### config.mk
export PLATFORM = sky130hd
export DESIGN_NAME = hazard_ctrl_unit
export DESIGN_NICKNAME = d
export VERILOG_FILES = /design/src/rtl/hzd_pkg.sv /design/src/rtl/hzd_decode.sv /design/src/rtl/hzd_operand_sel.sv /design/src/rtl/hzd_load_interlock.sv /design/src/rtl/hazard_ctrl_unit.sv
export SDC_FILE = /design/constraint.sdc
export NUM_CORES = 1
export LEC_CHECK = 0
export ABC_AREA = 1
export BUFFER_PORTS_ARGS = -buffer_cell sky130_fd_sc_hd__buf_2
export CAP_MARGIN = 20
export CORE_MARGIN = 2
export CORE_UTILIZATION = 30
export DETAILED_ROUTE_END_ITERATION = 7
export RECOVER_POWER = 50
export REMOVE_ABC_BUFFERS = 1
export SYNTH_ARGS = -nofsm -noshare
export SYNTH_HDL_FRONTEND = slang
export SYNTH_SLANG_ARGS = --single-unit
### constraint.sdc
create_clock -name clk -period 2.35 [get_ports clk]
set_clock_uncertainty 0.1 [all_clocks]
set_input_delay 0.3525 -clock clk [delete_from_list [all_inputs] [get_ports clk]]
set_output_delay 0.3525 -clock clk [all_outputs]
set_load 0.01 [all_outputs]
### src/rtl/hzd_pkg.sv
package hzd_pkg;

    localparam int unsigned INSTR_W   = 32;
    localparam int unsigned REG_IDX_W = 5;
    localparam int unsigned OPC_W     = 6;
    localparam int unsigned OPC_LSB   = INSTR_W - OPC_W;
    localparam int unsigned SRC1_LSB  = OPC_LSB - REG_IDX_W;
    localparam int unsigned SRC2_LSB  = SRC1_LSB - REG_IDX_W;
    localparam int unsigned DSTR_LSB  = SRC2_LSB - REG_IDX_W;

    localparam logic [OPC_W-1:0] OPC_REGREG = 6'h00;
    localparam logic [OPC_W-1:0] OPC_LOAD   = 6'h23;
    localparam logic [OPC_W-1:0] OPC_STORE  = 6'h2B;
    localparam logic [OPC_W-1:0] OPC_BRZ    = 6'h04;
    localparam logic [OPC_W-1:0] OPC_BRNZ   = 6'h05;
    localparam logic [2:0]       OPC_IMM_GRP = 3'b001;

    typedef logic [REG_IDX_W-1:0] ridx_t;
    typedef logic [INSTR_W-1:0]   iword_t;

    localparam iword_t BUBBLE_WORD = '0;

    typedef enum logic [2:0] {
        CLS_OTHER,
        CLS_REGREG,
        CLS_REGIMM,
        CLS_LOAD,
        CLS_STORE,
        CLS_BRANCH
    } iclass_e;

    typedef enum logic [1:0] {
        OPSEL_REGFILE = 2'd0,
        OPSEL_EXMEM   = 2'd1,
        OPSEL_MEMWB   = 2'd2
    } opsel_e;

    typedef struct packed {
        iclass_e cls;
        ridx_t   src1;
        ridx_t   src2;
        ridx_t   dst;
        logic    use_src1;
        logic    use_src2_alu;
        logic    use_src2_st;
        logic    writes;
        logic    result_in_ex;
    } idec_t;

    function automatic iclass_e classify(iword_t w);
        logic [OPC_W-1:0] op;
        iclass_e c;
        op = w[OPC_LSB +: OPC_W];
        if (op == OPC_REGREG)                      c = CLS_REGREG;
        else if (op[OPC_W-1 -: 3] == OPC_IMM_GRP)  c = CLS_REGIMM;
        else if (op == OPC_LOAD)                   c = CLS_LOAD;
        else if (op == OPC_STORE)                  c = CLS_STORE;
        else if (op == OPC_BRZ || op == OPC_BRNZ)  c = CLS_BRANCH;
        else                                       c = CLS_OTHER;
        return c;
    endfunction

    function automatic idec_t decode_word(iword_t w);
        idec_t d;
        d.cls          = classify(w);
        d.src1         = w[SRC1_LSB +: REG_IDX_W];
        d.src2         = w[SRC2_LSB +: REG_IDX_W];
        d.dst          = '0;
        d.use_src1     = 1'b0;
        d.use_src2_alu = 1'b0;
        d.use_src2_st  = 1'b0;
        d.writes       = 1'b0;
        d.result_in_ex = 1'b0;
        unique case (d.cls)
            CLS_REGREG: begin
                d.dst          = w[DSTR_LSB +: REG_IDX_W];
                d.use_src1     = 1'b1;
                d.use_src2_alu = 1'b1;
                d.writes       = 1'b1;
                d.result_in_ex = 1'b1;
            end
            CLS_REGIMM: begin
                d.dst          = w[SRC2_LSB +: REG_IDX_W];
                d.use_src1     = 1'b1;
                d.writes       = 1'b1;
                d.result_in_ex = 1'b1;
            end
            CLS_LOAD: begin
                d.dst          = w[SRC2_LSB +: REG_IDX_W];
                d.use_src1     = 1'b1;
                d.writes       = 1'b1;
            end
            CLS_STORE: begin
                d.use_src1     = 1'b1;
                d.use_src2_st  = 1'b1;
            end
            CLS_BRANCH: begin
                d.use_src1     = 1'b1;
            end
            default: begin
            end
        endcase
        return d;
    endfunction

    // A match needs a live reader, a live writer and a nonzero index.
    function automatic logic reg_match(ridx_t src, logic used, ridx_t dst, logic wr);
        return used && wr && (src != '0) && (src == dst);
    endfunction

endpackage

### src/rtl/hzd_decode.sv
module hzd_decode
    import hzd_pkg::*;
(
    input  iword_t word,
    output idec_t  dec
);
    always_comb begin
        dec = decode_word(word);
    end
endmodule

### src/rtl/hzd_operand_sel.sv
module hzd_operand_sel
    import hzd_pkg::*;
(
    input  ridx_t  src,
    input  logic   used,
    input  idec_t  exmem_dec,
    input  idec_t  memwb_dec,
    output opsel_e sel
);
    logic near_hit;
    logic far_hit;

    always_comb begin
        // A load in EX/MEM has no data yet and cannot be a source here.
        near_hit = reg_match(src, used, exmem_dec.dst,
                             exmem_dec.writes && exmem_dec.result_in_ex);
        far_hit  = reg_match(src, used, memwb_dec.dst, memwb_dec.writes);
        if (near_hit)     sel = OPSEL_EXMEM;
        else if (far_hit) sel = OPSEL_MEMWB;
        else              sel = OPSEL_REGFILE;
    end
endmodule

### src/rtl/hzd_load_interlock.sv
module hzd_load_interlock
    import hzd_pkg::*;
(
    input  idec_t id_dec,
    input  idec_t ex_dec,
    output logic  stall
);
    logic ex_is_load;
    logic hit_src1;
    logic hit_src2;

    always_comb begin
        ex_is_load = ex_dec.writes && !ex_dec.result_in_ex;
        hit_src1   = reg_match(id_dec.src1, id_dec.use_src1, ex_dec.dst, ex_is_load);
        hit_src2   = reg_match(id_dec.src2, id_dec.use_src2_alu || id_dec.use_src2_st,
                               ex_dec.dst, ex_is_load);
        stall      = hit_src1 || hit_src2;
    end
endmodule

### src/rtl/hazard_ctrl_unit.sv
module hazard_ctrl_unit
    import hzd_pkg::*;
(
    input  logic                clk,
    input  logic                rst,
    input  logic [INSTR_W-1:0]  fetch_word,
    output logic                stall,
    output logic [1:0]          sel_alu_a,
    output logic [1:0]          sel_alu_b,
    output logic [1:0]          sel_st_data
);
    localparam int unsigned N_STAGE = 4;
    localparam int unsigned N_OPND  = 3;
    localparam int unsigned ST_ID   = 0;
    localparam int unsigned ST_EX   = 1;
    localparam int unsigned ST_MEM  = 2;
    localparam int unsigned ST_WB   = 3;

    iword_t ifid_q;
    iword_t idex_q;
    iword_t exmem_q;
    iword_t memwb_q;

    iword_t stage_w [N_STAGE];
    idec_t  stage_d [N_STAGE];

    ridx_t  op_src [N_OPND];
    logic   op_use [N_OPND];
    opsel_e op_sel [N_OPND];

    logic   stall_c;

    // Instruction-word shell: IF/ID holds on a stall, ID/EX takes a bubble.
    always_ff @(posedge clk) begin
        if (rst) begin
            ifid_q  <= BUBBLE_WORD;
            idex_q  <= BUBBLE_WORD;
            exmem_q <= BUBBLE_WORD;
            memwb_q <= BUBBLE_WORD;
        end else begin
            if (!stall_c) ifid_q <= fetch_word;
            idex_q  <= stall_c ? BUBBLE_WORD : ifid_q;
            exmem_q <= idex_q;
            memwb_q <= exmem_q;
        end
    end

    assign stage_w[ST_ID]  = ifid_q;
    assign stage_w[ST_EX]  = idex_q;
    assign stage_w[ST_MEM] = exmem_q;
    assign stage_w[ST_WB]  = memwb_q;

    for (genvar s = 0; s < N_STAGE; s++) begin : g_dec
        hzd_decode u_dec (
            .word (stage_w[s]),
            .dec  (stage_d[s])
        );
    end

    // Operand 0: ALU A, operand 1: ALU B, operand 2: store data.
    assign op_src[0] = stage_d[ST_EX].src1;
    assign op_use[0] = stage_d[ST_EX].use_src1;
    assign op_src[1] = stage_d[ST_EX].src2;
    assign op_use[1] = stage_d[ST_EX].use_src2_alu;
    assign op_src[2] = stage_d[ST_EX].src2;
    assign op_use[2] = stage_d[ST_EX].use_src2_st;

    for (genvar k = 0; k < N_OPND; k++) begin : g_opnd
        hzd_operand_sel u_sel (
            .src       (op_src[k]),
            .used      (op_use[k]),
            .exmem_dec (stage_d[ST_MEM]),
            .memwb_dec (stage_d[ST_WB]),
            .sel       (op_sel[k])
        );
    end

    hzd_load_interlock u_lock (
        .id_dec (stage_d[ST_ID]),
        .ex_dec (stage_d[ST_EX]),
        .stall  (stall_c)
    );

    assign stall       = stall_c;
    assign sel_alu_a   = op_sel[0];
    assign sel_alu_b   = op_sel[1];
    assign sel_st_data = op_sel[2];

endmodule

[After elaboration in Yosys (flattened, before gate mapping)]
Cells that the tools add are included.
Widths: inputs -> output; s select.
Word-level totals
  register bits: 128
  memories kept: 0
  output and inout bits: 7
  bits in latches: 0
  bits in read-only memories: 0
  logic and storage cells: 138
  bits in writable memories: 0
  bits of input ports: 34
Operators by class
  reductions and logical operators: 52
  multiply operators: 0
  bitwise logic cells: 0
  shift-type cells: 0
  order comparisons: 0
  equal/unequal tests: 42
  mux-type cells: 40
  divide/modulo/power cells: 0
  add/sub/neg operators: 0
Operator list (number)
  $mux 3: 20
  $eq 6x3->1 const B: 8
  $eq 6x6->1 const B: 8
  $eq 5x5->1: 6
  $pmux 5 s2: 3
  $logic_and 1x1->1: 26
  $eq 3x1->1 const B: 8
  $eq 3x2->1 const B: 8
  $logic_not 6->1: 4
  $reduce_bool 5->1: 4
  $eq 3x3->1 const B: 4
  $mux 2: 6
  $reduce_or 2->1: 6
  $mux 1: 11
  $reduce_or 5->1: 2
  $reduce_or 3->1: 3
  $logic_or 1x1->1: 6
  $logic_not 1->1: 1

[Depth between registers and ports, before layout]
Gate-level depths: netlist (run 1).
  depth in word-level cells: 17
  depth in mapped cells: 16
  mapped depth without buffers: 15

[Modules after synthesis]
A second synthesis (run 1) with hierarchy kept.
Second synthesis, totals
  cells, all modules: 931
  area total of the unflattened synthesis: 6010.8 um2
By module, submodules not included
  hazard_ctrl_unit: cells each 471, area each 3928.8 um2, seq. area each 2562.5 um2, times used 1
  hzd_decode: cells each 50, area each 261.5 um2, seq. area each 0.0 um2, times used 4
  hzd_operand_sel: cells each 65, area each 259.0 um2, seq. area each 0.0 um2, times used 3
  hzd_load_interlock: cells each 65, area each 259.0 um2, seq. area each 0.0 um2, times used 1

[Worst setup path before layout (run 1)]
No wires, ideal clock.
  path type: reg-to-output
  start: register exmem_q[27]
  end: output port sel_alu_b[1]
  arrival time: 1464 ps
  buffers on the path: 0
  cell stages (with the launch flop): 10
  required time: 1898 ps
  setup slack: 433 ps
  path through: dfxtp_1 nand4_1 o21ai_0 nand2_1 nand2_1 xor2_1 nor2_1 nand3_1 nand2_1 nor2_1
Between the ends
  cells in the longest elaborated chain, start to end: 15
  elaborated cells between the ends (all ways): 26
  those cells by class: eq/ne (8); mux (9); reduce/logical (9)
RTL lines
  start: declaration: line hazard_ctrl_unit.sv:21  | iword_t exmem_q;
  start signal: assignment: line hazard_ctrl_unit.sv:43  | exmem_q <= idex_q;
  $eq 6x3->1: line hzd_pkg.sv:58  | else if (op == OPC_BRZ || op == OPC_BRNZ) c = CLS_BRANCH;
  $logic_or 1x1->1: line hzd_pkg.sv:58
  $mux 3: line hzd_pkg.sv:58
  $mux 3: line hzd_pkg.sv:57  | else if (op == OPC_STORE) c = CLS_STORE;
  $mux 3: line hzd_pkg.sv:56  | else if (op == OPC_LOAD) c = CLS_LOAD;
  $mux 3: line hzd_pkg.sv:55  | else if (op[OPC_W-1 -: 3] == OPC_IMM_GRP) c = CLS_REGIMM;
  $mux 3 (*): line hzd_pkg.sv:54  | if (op == OPC_REGREG) c = CLS_REGREG;
  parallel branches: the longest is 6 deep, another holds $pmux 5 s2
  $logic_and 1x1->1 (*): line hzd_pkg.sv:108  | return used && wr && (src != '0) && (src == dst);
  $mux 2 (*): line hzd_operand_sel.sv:18  | if (near_hit) sel = OPSEL_EXMEM;
  end: declaration: line hazard_ctrl_unit.sv:9  | output logic [1:0] sel_alu_b,
Mark *: on every way between the ends.

[Final worst setup path (run 1)]
  start: register memwb_q[29]
  end: output port sel_st_data[1]
Between the ends
  cells in the longest elaborated chain, start to end: 15
  elaborated cells between the ends (all ways): 25
  those cells by class: eq/ne (9); mux (9); reduce/logical (7)
RTL lines
  start: declaration: line hazard_ctrl_unit.sv:22  | iword_t memwb_q;
  start signal: assignment: line hazard_ctrl_unit.sv:44  | memwb_q <= exmem_q;
  $eq 6x3->1: line hzd_pkg.sv:58
  $logic_or 1x1->1: line hzd_pkg.sv:58
  $mux 3: line hzd_pkg.sv:58
  $mux 3: line hzd_pkg.sv:57
  $mux 3: line hzd_pkg.sv:56
  $mux 3: line hzd_pkg.sv:55
  $mux 3 (*): line hzd_pkg.sv:54
  parallel branches: the longest is 5 deep, another holds $pmux 5 s2
  $logic_and 1x1->1 (*): line hzd_pkg.sv:108
  $mux 2 (*): line hzd_operand_sel.sv:19  | else if (far_hit) sel = OPSEL_MEMWB;
  $mux 2 (*): line hzd_operand_sel.sv:18
  end: declaration: line hazard_ctrl_unit.sv:10  | output logic [1:0] sel_st_data
Marks and branches as above.

==> impl_metrics.tcl, run 1 <==
set metrics [dict create \
    gp_congestion 0.813 \
    reg2reg_from "idex_q[30]$_SDFF_PP0_" \
    place_ws_ps 121 \
    grt_max_degree 33 \
    numPortBuffers 29 \
    synthAdderAreaFrac_pct 0 \
    seq_area_mm2 0.00150 \
    cts_tree "yes" \
    timing_worst_slew_pin_value_ps 1260 \
    critPathMostFrequentCell "nor2_1" \
    hp-start "fetch_word[30]" \
    maxCapViolCount 0 \
    fmax_mhz 426 \
    placed_cells 662 \
    std_cell_rows 38 \
    fillCellCount 1165 \
    synth_compound_area_share_pct 3.23 \
    seq_power_share_pct 51.3 \
    finalCriticalPeriod_ps 2350 \
    power_frac_comb_pct 11.9 \
    drtAntennaViolNets 0 \
    wirelength_um 7290 \
    post_dp_cell_area_mm2 0.00356 \
    worstPathCellList "nor2_4 -> nand3_2 -> nand2_4 -> nand2_1 -> o21ai_1 -> buf_4 -> o21ai_2 -> nor2_1 -> nand3_1 -> nor2_2 -> nand2_2 -> nor2_1 -> buf_2" \
    power_frac_clock_pct 36.9 \
    synth_common_cells "nand2_1, nor2_1, inv_1" \
    synth_top_family_by_area "simple AND/OR/NAND/NOR gates" \
    synth_edf_count 0 \
    critPathArrivalTime_ps 1890 \
    startpoint_type "flop" \
    powerDensity_mw_per_mm2 634 \
    yosysSeqAreaShare_pct 45.5 \
    overflow 0 \
    ir_drop_mv 0.408 \
    whs_path_depth 3 \
    final_cell_area_mm2 0.00409 \
    timing.rr.end "ifid_q[11]$_SDFFE_PP0N_" \
    switchingPower_mw 0.681 \
    hold_viol_final 0 \
    yosys_warnings 0 \
    cts-htree-levels 3 \
    drt_iter0_drc 103 \
    yosys.area_share.simple_pct 38.3 \
    die_w_um 108 \
    multi_input_area_mm2 0.00160 \
    tns_ps 0 \
    syn_to_final_growth_pct 25.7 \
    dr.pass1.iters 4 \
    layout-drive-gt1-share_pct 24.5 \
    grt_pass1_vias 2792 \
    synth_xor_xnor_area_share_pct 1.35 \
    clkSlewWorstSetupHoldPaths_ps 80 \
    p_int_mw 1.91 \
    via_per_inst 4.22 \
    worstSetupPathType "reg2out" \
    avgSynthCellArea_um2 6.51 \
    regToRegSetupSlack_ps 80 \
    finalSetupViolations 0 \
    hpwl_um 5280 \
    cts-buffers-inserted 9 \
    cts_sinks 74 \
    holdCritPathClass "in2reg" \
    final.setup.worst_slack_ps 4.67 \
    synth.area.top_cells "dfxtp_1, nand2_1, nor2_1" \
    io_pins 41 \
    cp_slowest_cell "dfxtp_2" \
    wl_per_cell_um 10.5 \
    cts_buffer_depth 2 \
    ff2ff_path_depth 17 \
    vias 2913 \
    dieArea_mm2 0.0117 \
    crit_fanout 5 \
    critPathMaxStageDelay_ps 340 \
    clk-insertion-delay-late_ps 340 \
    cts_root_buf "clkbuf_8" \
    grt_use_total_pct 13.3 \
    final_cell_count_no_fill 691 \
    rsz0062_at_grt "true" \
    synth_seq_cells 74 \
    antenna_cells 0 \
    start_util_pct 30.4 \
    netlist_area_mm2 0.00325 \
    core-area_mm2 0.0107 \
    crit_path_end_kind "primary output" \
    synth_area_leader_cell "dfxtp_1" \
    synthDominantCellAreaShare_pct 45.5 \
    antenna_found_initial 0 \
    grt_pass1_wl_um 12300 \
    nets 580 \
    syn_inst 500 \
    muxShareOfSynthArea_pct 0 \
    status "complete, no violations" \
    drc 0 \
    p_total_mw 2.59 \
    synth_cell_types 19 \
    final_max_slew_viol_count 0 \
    synthArstFlopShare_pct 0 \
    die_height_um 108 \
    switching_share_pct 26.2 \
    synth.most_common_cell "nand2_1" \
    holdPathEnd "ifid_q[30]$_SDFFE_PP0N_" \
    fin_crit_sh_pct 99.8 \
    p_leak_nw 1.90 \
    max-slew-margin-rel_pct 15.9 \
    required_ps 1900 \
    synth_flop_cell "dfxtp_1" \
]
power by group through the flow:
stage                     combinational (mW)  clock, mW  sequential (mW)
after floorplan                        0.169          0             1.35
after CTS                              0.290      0.987             1.33
after global placement                 0.252          0             1.35
final                                  0.308      0.957             1.33
after detailed placement               0.254          0             1.35
after global routing                   0.348       1.04             1.34
flip-flops by register name, summed over array words and instances (netlist names):
register	flops
idex_q	21
ifid_q	21
exmem_q	16
memwb_q	16
per-layer routing:
metal	routed length, um	track usage (%)	part of all wire, %	up-vias
li1	-	-	-	1589
met1	3510	16.9	48	1260
met2	3400	22.4	47	55
met3	297	2.95	4.1	9
met4	78	4.58	1.1	0
met5	0	0	0	-
critical path: cells and delay by family (launching register included):
family,cells,cell delay (ps)
AOI/OAI and AO/OA,2,110
buffers and inverters,2,270
DFF,1,340
and+or+nand+nor,9,820
logic make-up (layout without fill, tap and decap cells):
kind of cell / Yosys count / after routing
simple gates: 311 / 311
buf+inv: 92 / 143
flops: 74 / 74
compound gates: 18 / 18
xor+xnor: 5 / 5
stage by stage:
step                      hold slack (ps)  util (%)
after floorplan                       303         -
after global placement                315      33.3
after detailed placement              318      33.3
after CTS                             117      36.7
after global routing                  120      38.2
final                                 123      38.2
timing repair:
item,in CTS,in global routing
pin swaps,15,26
setup buffers,12,1
hold buffers,0,0
gates resized for setup,34,54
setup endpoints to repair,7,44
layout by cell type (no fill, tap or decap), drive strengths merged:
cell and count:
bufinv 1, nand4 9, o21ai 10, a21oi 1
buf 47, clkinvlp 1, nand3 32, o22ai 3
dfxtp 74, inv 77, o221ai 1, nand2 136
xor2 5, o211ai 3, clkinv 5, clkbuf 12
nor3 2, nor2 132
worst max path at each step:
stage / from / end / slack [ps] / depth (start not counted)
floorplan: idex_q[31]$_SDFF_PP0_ / idex_q[11]$_SDFF_PP0_ / 210 / 15
global placement: idex_q[31]$_SDFF_PP0_ / stall / 170 / 13
detailed placement: memwb_q[29]$_SDFF_PP0_ / sel_alu_b[1] / 120 / 9
CTS: memwb_q[31]$_SDFF_PP0_ / sel_st_data[1] / -60 / 14
global route: memwb_q[29]$_SDFF_PP0_ / sel_st_data[1] / -180 / 13
finish: memwb_q[29]$_SDFF_PP0_ / sel_st_data[1] / 5 / 13
final cells by class:
type	count	share of cell area (%)
timing repair buffer	50	8.07
clock buffer	9	3.03
inverter	77	7.06
multi-input combinational	334	39.2
sequential	74	36.6
clock inverter	7	1.71
tap	140	4.28
(Power assumes the default switching activity.)
==> run 2: changes to the inputs <==
--- a/config.mk
+++ b/config.mk
@@ -5,8 +5,8 @@
 export SDC_FILE = /design/constraint.sdc
 export NUM_CORES = 1
 export LEC_CHECK = 0
-export ABC_AREA = 1
-export BUFFER_PORTS_ARGS = -buffer_cell sky130_fd_sc_hd__buf_2
+export ABC_AREA = 0
+export BUFFER_PORTS_ARGS = -buffer_cell sky130_fd_sc_hd__buf_4
 export CAP_MARGIN = 20
 export CORE_MARGIN = 2
 export CORE_UTILIZATION = 30
==> run 2 against run 1 <==
The run now ends with max-capacitance violations, max-slew violations, negative setup slack left. Power grew 27%. Register-to-register slack got worse by 290 ps. Clock power rose by 65%. Core utilization increased by 8.0 points. Synthesized cell count is 26% lower. Critical path depth decreased by 4. Sequential share of layout area decreased by 7.9 points. Die area increased by 6.7%. Count of clock-buffer cells in the layout rose by 2. Final area rose by 28%. First-iteration DRC count increased by 28%. Wire length is 24% higher. Critical endpoint is now sel_alu_a[1]. Largest cell class unchanged.
==> impl_metrics.tcl, run 2 <==
set metrics [dict create \
    status "complete, but fails checks" \
    violations "max-capacitance violations, max-slew violations, negative setup slack" \
    die_w_um 112 \
    cts-buffers-inserted 9 \
    cts_tree "yes" \
    io_pins 41 \
    holdCritPathClass "in2reg" \
    cts-htree-levels 3 \
    antenna_cells 0 \
    yosysSeqAreaShare_pct 42.6 \
    seq_power_share_pct 41.1 \
    fmax_mhz 374 \
    final_cell_mix "buf_4, dfxtp_1, nand3_1" \
    cts_buffer_depth 2 \
    place_ws_ps -282 \
    synth_common_cells "dfxtp_1, nand3_1, nor2_1" \
    synth_flop_cell "dfxtp_1" \
    synthArstFlopShare_pct 0 \
    rsz0062_at_grt "true" \
    synthDominantCellAreaShare_pct 42.6 \
    ir_drop_mv 0.493 \
    overflow 0 \
    final_util_pct 46.2 \
    drt_iter0_drc 132 \
    switching_share_pct 21.6 \
    required_ps 1900 \
    antenna_found_initial 0 \
    numPortBuffers 29 \
    synth_top_family_by_area "simple AND/OR/NAND/NOR gates" \
    drc 0 \
    synth_edf_count 0 \
    timing.hold.ws_ps 167 \
    synth_xor_xnor_area_share_pct 5.28 \
    powerDensity_mw_per_mm2 627 \
    die_height_um 112 \
    final_max_slew_viol_count 35 \
    power_frac_clock_pct 47.9 \
    wirelength_um 9030 \
    gp_congestion 0.865 \
    hold_viol_final 0 \
    cts_sinks 74 \
    synth_area_leader_cell "dfxtp_1" \
    yosys_warnings 0 \
    grt_use_total_pct 14.6 \
    nets 487 \
    p_int_mw 2.58 \
    cts_hold_buf 0 \
    clkSlewWorstSetupHoldPaths_ps 60 \
    post_dp_cell_area_mm2 0.00417 \
    synthAdderAreaFrac_pct 0 \
    synth.area.top_cells "dfxtp_1, nor3b_2, nand3_1" \
    dr.pass1.iters 4 \
    finalCriticalPeriod_ps 2680 \
    max-slew-margin-rel_pct -3.57 \
    regToRegSetupSlack_ps -210 \
    muxShareOfSynthArea_pct 0 \
    clk-insertion-delay-late_ps 330 \
    yosys.area_share.simple_pct 30.0 \
    startpoint_type "flop" \
    syn_to_final_growth_pct 51.0 \
    drtAntennaViolNets 0 \
    worstSetupPathType "reg2out" \
    switchingPower_mw 0.712 \
    synth_compound_area_share_pct 16.4 \
    core-area_mm2 0.0114 \
    via_per_inst 4.91 \
    maxCapViolCount 1 \
    reg_top3 "idex_q: 21 flops, ifid_q: 21 flops" \
    synth_seq_cells 74 \
    syn_inst 371 \
    start_util_pct 30.6 \
    std_cell_rows 39 \
    final_common_cell "buf_4" \
    grt_max_degree 36 \
    grt_pass1_vias 3044 \
    grt_pass1_wl_um 14700 \
    wl_per_cell_um 15.0 \
    power_frac_comb_pct 11.1 \
    finalSetupViolations 49 \
    timing_worst_slew_pin_value_ps 1550 \
    final_cell_area_mm2 0.00526 \
    cts_root_buf "clkbuf_16" \
    synth.most_common_cell "dfxtp_1" \
    p_leak_nw 2.07 \
    hpwl_um 6000 \
    fin_crit_sh_pct 114 \
    avgSynthCellArea_um2 9.38 \
    final.setup.worst_slack_ps -327 \
    vias 2949 \
    netlist_area_mm2 0.00348 \
    crit_path_end_kind "primary output" \
    dieArea_mm2 0.0125 \
    crit_fanout 4 \
    synth_cell_types 49 \
    layout-drive-gt1-share_pct 50.7 \
    critPathArrivalTime_ps 2220 \
]
[run 2: cell count changes in the layout (fill, tap and decap cells not counted), moves of 19 or more]
| cell | previous run | this run |
|---|---|---|
| nor2b_1 | 0 | 21 |
| inv_1 | 69 | 17 |
| nor2_1 | 117 | 23 |
| buf_2 | 27 | 0 |
| buf_4 | 16 | 71 |
| nand2_2 | 19 | 0 |
| nand2_1 | 114 | 7 |
[run 2: what timing repair did]
| item | 4_1_cts | 5_1_grt |
|---|---|---|
| cloned | 2 | 1 |
| setup endpoints to repair | 49 | 49 |
| buffers inserted | 32 | 4 |
| gates resized for setup | 100 | 26 |
| pin swaps | 68 | 23 |
[run 2: area by class of cell]
class / count / area (um^2)
clock inverter: 5 / 100
clock buffer: 11 / 253
inverter: 17 / 63.8
timing repair buffer: 92 / 848
tap: 143 / 179
sequential: 74 / 1510
multi-input combinational: 259 / 2300
fill: 1061 / 6110
[run 2: cell families after synthesis]
logic type / after synthesis
compound gates: 81
xor+xnor: 21
buf+inv: 38
flops: 74
simple gates: 157
[run 2: critical path, cell delays in order, from the launching register on]
cell and delay (ps):
dfxtp_2 330, nor2_4 110, a41oi_2 130, buf_6 180, o32ai_4 270, xor2_1 220
nor4_2 80, buf_4 150, nor4_2 260, buf_4 160
[run 2: metrics by stage]
stage	std cells	power, mW	setup TNS, ps
2_1_floorplan	350	1.52	-5810
4_1_cts	600	3.30	-3420
3_3_place_gp	572	1.65	-2230
5_1_grt	601	3.42	-10690
6_report	601	3.29	-7140
3_5_place_dp	572	1.66	-2550
[run 2: power groups by stage]
stage	combinational, mW	clock, mW	sequential (mW)
floorplan	0.157	0	1.36
global placement	0.284	0	1.37
detailed placement	0.290	0	1.37
CTS	0.343	1.60	1.35
global route	0.396	1.67	1.36
finish	0.365	1.58	1.35
[run 2: final timing paths]
path / start / endpoint / cells past startpoint
worst max-delay path: exmem_q[28]$_SDFF_PP0_ / sel_alu_a[1] / 9
worst min-delay path: fetch_word[30] / ifid_q[30]$_SDFFE_PP0N_ / 2
worst max register to register: idex_q[26]$_SDFF_PP0_ / idex_q[16]$_SDFF_PP0_ / 11
worst min register to register: exmem_q[16]$_SDFF_PP0_ / memwb_q[16]$_SDFF_PP0_ / 2
[run 2: layer usage]
layer  share of wire [%]  vias to the layer above  track usage (%)  wire, um
met5                   0                        -                0         0
li1                    -                     1485                -         -
met4                 1.5                        0             4.12       131
met2                  51                       51             24.0      4590
met3                 2.6                       11             4.52       239
met1                  45                     1402             18.6      4070
